File: config.mk
export PLATFORM = sky130hd
export DESIGN_NAME = wra_adapter
export DESIGN_NICKNAME = d
export VERILOG_FILES = /design/src/rtl/wra_pkg.sv /design/src/rtl/wra_cmd_fifo.sv /design/src/rtl/wra_issue_ctl.sv /design/src/rtl/wra_adapter.sv
export SDC_FILE = /design/constraint.sdc
export NUM_CORES = 1
export LEC_CHECK = 0
export BUFFER_PORTS_ARGS = -buffer_cell sky130_fd_sc_hd__buf_2
export CAP_MARGIN = 20
export CORE_MARGIN = 2
export CORE_UTILIZATION = 45
export DETAILED_ROUTE_END_ITERATION = 6
export PLACE_DENSITY = 0.59
export SKIP_LAST_GASP = 1
export SLEW_MARGIN = 20
export SYNTH_ARGS = -nofsm -noshare
export SYNTH_HDL_FRONTEND = slang
export SYNTH_SLANG_ARGS = --single-unit
File: constraint.sdc
create_clock -name clk -period 8.96 [get_ports clk]
set_input_delay 0.896 -clock clk [delete_from_list [all_inputs] [get_ports clk]]
set_output_delay 0.896 -clock clk [all_outputs]
set_load 0.03 [all_outputs]
File: src/rtl/wra_pkg.sv
package wra_pkg;

    typedef enum logic {
        CMD_RD = 1'b0,
        CMD_WR = 1'b1
    } cmd_kind_e;

    // Buffering is only needed when the master may overrun the slave.
    function automatic bit need_buffer(input int m_allow, input int s_allow);
        return m_allow > s_allow;
    endfunction

    // Entries: one full master allowance plus slack for throughput.
    function automatic int buf_depth(input int m_allow, input int slack);
        return m_allow + slack;
    endfunction

    function automatic int occ_width(input int depth);
        return $clog2(depth + 1);
    endfunction

endpackage

File: src/rtl/wra_cmd_fifo.sv
module wra_cmd_fifo #(
    parameter int WIDTH = 8,
    parameter int DEPTH = 4,
    parameter int OCC_W = 3
) (
    input  logic             clk,
    input  logic             rst,
    input  logic             push,
    input  logic [WIDTH-1:0] push_data,
    input  logic             pop,
    output logic [WIDTH-1:0] head,
    output logic [OCC_W-1:0] occ
);
    localparam int PW = (DEPTH > 1) ? $clog2(DEPTH) : 1;

    logic [WIDTH-1:0] slots [DEPTH];
    logic [PW-1:0]    wr_ptr;
    logic [PW-1:0]    rd_ptr;

    function automatic logic [PW-1:0] step(input logic [PW-1:0] p);
        return (p == PW'(DEPTH - 1)) ? '0 : p + 1'b1;
    endfunction

    always_ff @(posedge clk) begin
        if (push) begin
            slots[wr_ptr] <= push_data;
        end
    end

    always_ff @(posedge clk) begin
        if (rst) begin
            wr_ptr <= '0;
            rd_ptr <= '0;
            occ    <= '0;
        end else begin
            if (push) wr_ptr <= step(wr_ptr);
            if (pop)  rd_ptr <= step(rd_ptr);
            case ({push, pop})
                2'b10:   occ <= occ + 1'b1;
                2'b01:   occ <= occ - 1'b1;
                default: occ <= occ;
            endcase
        end
    end

    assign head = slots[rd_ptr];

endmodule

File: src/rtl/wra_issue_ctl.sv
module wra_issue_ctl #(
    parameter int S_ALLOW = 1
) (
    input  logic clk,
    input  logic rst,
    input  logic s_waitreq,
    input  logic have_cmd,
    output logic present,
    output logic pop
);
    generate
        if (S_ALLOW == 0) begin : g_hold
            // Present and hold; the command leaves only when the slave is ready.
            assign present = have_cmd;
            assign pop     = have_cmd && !s_waitreq;
        end else begin : g_allow
            localparam int CW = $clog2(S_ALLOW + 2);
            logic [CW-1:0] late_cnt;

            assign present = have_cmd && (!s_waitreq || late_cnt < CW'(S_ALLOW));
            assign pop     = present;

            always_ff @(posedge clk) begin
                if (rst || !s_waitreq) begin
                    late_cnt <= '0;
                end else if (present) begin
                    late_cnt <= late_cnt + 1'b1;
                end
            end
        end
    endgenerate

endmodule

File: src/rtl/wra_adapter.sv
module wra_adapter
    import wra_pkg::*;
#(
    parameter int ADDR_W  = 16,
    parameter int DATA_W  = 32,
    parameter int M_ALLOW = 4,
    parameter int S_ALLOW = 1,
    parameter int SLACK   = 2
) (
    input  logic                clk,
    input  logic                rst,
    input  logic                m_read,
    input  logic                m_write,
    input  logic [ADDR_W-1:0]   m_addr,
    input  logic [DATA_W-1:0]   m_wdata,
    input  logic [DATA_W/8-1:0] m_byteen,
    output logic                m_waitreq,
    output logic                s_read,
    output logic                s_write,
    output logic [ADDR_W-1:0]   s_addr,
    output logic [DATA_W-1:0]   s_wdata,
    output logic [DATA_W/8-1:0] s_byteen,
    input  logic                s_waitreq
);
    localparam int  BE_W     = DATA_W / 8;
    localparam bit  BUFFERED = need_buffer(M_ALLOW, S_ALLOW);
    localparam int  DEPTH    = buf_depth(M_ALLOW, SLACK);
    localparam int  OCC_W    = occ_width(DEPTH);

    logic [OCC_W-1:0] occ;

    generate
        if (BUFFERED) begin : g_buf
            typedef struct packed {
                cmd_kind_e         kind;
                logic [ADDR_W-1:0] addr;
                logic [DATA_W-1:0] data;
                logic [BE_W-1:0]   be;
            } cmd_t;
            localparam int EW = $bits(cmd_t);

            cmd_t          in_cmd;
            cmd_t          head;
            logic [EW-1:0] head_bits;
            logic          push;
            logic          have_cmd;
            logic          present;
            logic          pop;

            assign in_cmd = '{kind: (m_write ? CMD_WR : CMD_RD),
                              addr: m_addr, data: m_wdata, be: m_byteen};
            assign push   = m_read || m_write;

            wra_cmd_fifo #(
                .WIDTH (EW),
                .DEPTH (DEPTH),
                .OCC_W (OCC_W)
            ) u_fifo (
                .clk       (clk),
                .rst       (rst),
                .push      (push),
                .push_data (in_cmd),
                .pop       (pop),
                .head      (head_bits),
                .occ       (occ)
            );

            assign head     = cmd_t'(head_bits);
            assign have_cmd = (occ != '0);

            wra_issue_ctl #(
                .S_ALLOW (S_ALLOW)
            ) u_issue (
                .clk       (clk),
                .rst       (rst),
                .s_waitreq (s_waitreq),
                .have_cmd  (have_cmd),
                .present   (present),
                .pop       (pop)
            );

            assign s_read    = present && (head.kind == CMD_RD);
            assign s_write   = present && (head.kind == CMD_WR);
            assign s_addr    = head.addr;
            assign s_wdata   = head.data;
            assign s_byteen  = head.be;
            // Stall while a whole master allowance could no longer fit.
            assign m_waitreq = (DEPTH - int'(occ)) <= M_ALLOW;
        end else begin : g_pass
            assign occ       = '0;
            assign s_read    = m_read;
            assign s_write   = m_write;
            assign s_addr    = m_addr;
            assign s_wdata   = m_wdata;
            assign s_byteen  = m_byteen;
            assign m_waitreq = s_waitreq;
        end
    endgenerate

endmodule

==> flow_summary.ini <==
[run_status]
status = finished, final reports clean

[sta]
layout_min_cycle_time_ns = 4.62
final.setup.tns_ns = 0
rsz0062_at_grt = false
hold_viol_final = 0
setup_viol_count_final = 0
fin_skew_ns = 0.0106
drv_slew = 0
hold_slack_ns = 0.481
post-route-period-util = 0.515
layout_setup_ws_ns = 4.34
fmax_mhz = 217
relSlewSlack = 0.411
tightest_slew_ns = 0.884

[global_route]
grt_util_all_layers = 0.168
grt_pass1_vias = 6674
antenna_found_initial = 3
grt_overflow = 0
grt_max_degree = 76
grt_pass1_wl_um = 37400

[power_and_ir_drop]
seqPwrFrac = 0.426
clkPwrFrac = 0.310
irDropWorstVdd_uv = 149
power.leakage_nw = 4.93
pwr-share-comb = 0.264
p_int_mw = 3.05
swShare = 0.303
p_per_area_mw_per_mm2 = 297
switching_power_mw = 1.32

[cts]
cts.sinks = 332
cts-root-buf = clkbuf_16
cts_buffer_depth = 3
cts_tree = built
cts_made_buffers = 35
holdBufCountCts = 0
cts_repair_resize_count = 0
post_cts_buffers = 0
clk_pin_slew_worst_paths_ns = 0.06
cts_htree_levels = 2
insertion_delay_ns = 0.50

[run]
maxCapViolations = 0

[routing]
wirelength_um = 24300
post_drt_wl_per_cell_um = 20.6
via_per_inst = 5.33
vias = 6305
antenna_left = 0
drt_first_pass_iters = 5
drcViolationCount = 0
drt_iter0_drc = 496

[die]
coreArea_mm2 = 0.0279
start_util = 0.458
die_area_mm2 = 0.0297
fp.dieW_um = 172
dieHeight_um = 172
num_io_pins = 112
rows = 61

[final_layout]
layout-drive-gt1-share = 0.299
final_cell_mix = edfxtp_1, buf_2, a21oi_1, nor2_1, mux2i_1
post-route-util = 0.529
multi_input_area_mm2 = 0.00265
n_fill_cell = 2213
seqCellArea_mm2 = 0.00984
final_common_cell = edfxtp_1
synthToLayoutAreaGrowth_pct = 15.5
fin_nets = 839

[synth]
syn_inst = 653
syn-num-nets = 712
ys_types = 39
synth.cell_area_mm2 = 0.0128
synth_seq_area_share = 0.771
syn_area_per_cell_um2 = 19.5
yosys_register_bits = 332
yosys_warnings = 0

[critical_path]
worstSetupPathType = reg -> out
path_max_fanout = 46
reg2reg_to = g_buf.u_fifo.slots[1][5]
worstReg2RegStart = g_buf.u_fifo.wr_ptr[0]
cp.arrival_ns = 3.72
r2r_slack_ns = 6.47
end_kind = output port
crit_required_ns = 8.06
cp-start-kind = flop
reg2reg_depth = 3

[hold_path]
hold_path.class = reg -> reg
hp-start = g_buf.u_issue.g_allow.late_cnt[1]
min_to = g_buf.u_issue.g_allow.late_cnt[1]
hold_depth = 2

[place]
portBuffers = 111
dp_hpwl_um = 13600
place.gp.congestion = 0.717
pre_cts_ws_ns = 4.77
## power by group through the flow
stage / clock, mW / combinational, mW / sequential [mW]
floorplan: 0 / 0.963 / 1.87
global placement: 0 / 1.16 / 1.89
detailed placement: 0 / 1.17 / 1.90
CTS: 1.39 / 1.18 / 1.87
global route: 1.45 / 1.25 / 1.88
finish: 1.36 / 1.15 / 1.86
## through the flow
stage	power [mW]	cell area (um2)	instances
after global placement	3.05	13600	1121
after global routing	4.57	14700	1182
final	4.37	14700	1183
after CTS	4.43	14700	1182
after detailed placement	3.07	13600	1121
after floorplan	2.83	12800	653
## flip-flops by register name (all words and copies together) (netlist names), named ones only
signal and flops:
g_buf.u_fifo.wr_ptr 3, g_buf.u_fifo.rd_ptr 3, g_buf.u_fifo.occ 3, g_buf.u_fifo.slots 318, g_buf.u_issue.g_allow.late_cnt 2
## cells by family after synthesis
group / count (synthesis) / synth area share
adders and majority gates: 2 / 0.00255
buffers and inverters: 40 / 0.0236
and+or+nand+nor: 95 / 0.0348
muxes: 107 / 0.135
xor gates and xnor gates: 2 / 0.00137
DFF: 332 / 0.771
AOI/OAI and AO/OA: 75 / 0.0314
## synth_stat cells, drive strengths merged
cell,n,area (um2)
nor2,59,221
nor3,4,25.0
nor4,1,6.26
and4b,1,10.0
nor2b,2,12.5
clkbuf,9,33.8
inv,5,18.8
or2,2,12.5
ha,1,12.5
o21a,2,15.0
buf,26,249
nand2,5,18.8
a31oi,1,6.26
nor3b,2,15.0
or4b,1,10.0
o32ai,1,8.76
nand4,9,56.3
o311ai,1,8.76
nand3b,1,7.51
xnor2,2,17.5
nand3,3,15.0
nor4b,1,8.76
a21oi,61,305
dfxtp,14,280
fa,1,20.0
edfxtp,318,9550
or3,1,6.26
mux4,52,1170
o31ai,2,15.0
o21ai,5,25.0
o211ai,1,7.51
nand2b,1,6.26
mux2i,55,551
o2111ai,1,8.76
and2,2,12.5
## worst max path at each step
stage | slack, ns | endpoint
after floorplan | 1.88 | g_buf.u_fifo.slots[2][0]
after global placement | 4.79 | s_addr[15]
after detailed placement | 4.77 | s_addr[15]
after CTS | 4.23 | s_addr[15]
after global routing | 4.04 | s_addr[15]
final | 4.34 | s_addr[15]
## layer usage
| layer | global-route usage | vias up | routed length [um] |
|---|---|---|---|
| met5 | 0 | - | 19 |
| met4 | 0.0435 | 4 | 411 |
| met3 | 0.0366 | 37 | 1250 |
| met2 | 0.286 | 155 | 12400 |
| met1 | 0.220 | 3232 | 10300 |
| li1 | - | 2877 | - |
## area by class of cell
type,instances,area share
sequential,332,0.668
multi-input combinational,281,0.180
clock buffer,45,0.0649
timing repair buffer,125,0.0448
tap,378,0.0321
clock inverter,16,0.00883
inverter,5,0.00127
antenna,1,0.000170
## critical path, cell delays in order, from the launching register on
cell and delay, ns:
dfxtp_4 0.63, buf_4 0.68, buf_4 0.81, mux4_1 0.64
nor2_1 0.12, a21oi_1 0.06, buf_2 0.22
Note: power is estimated with default switching activity, not from simulation.
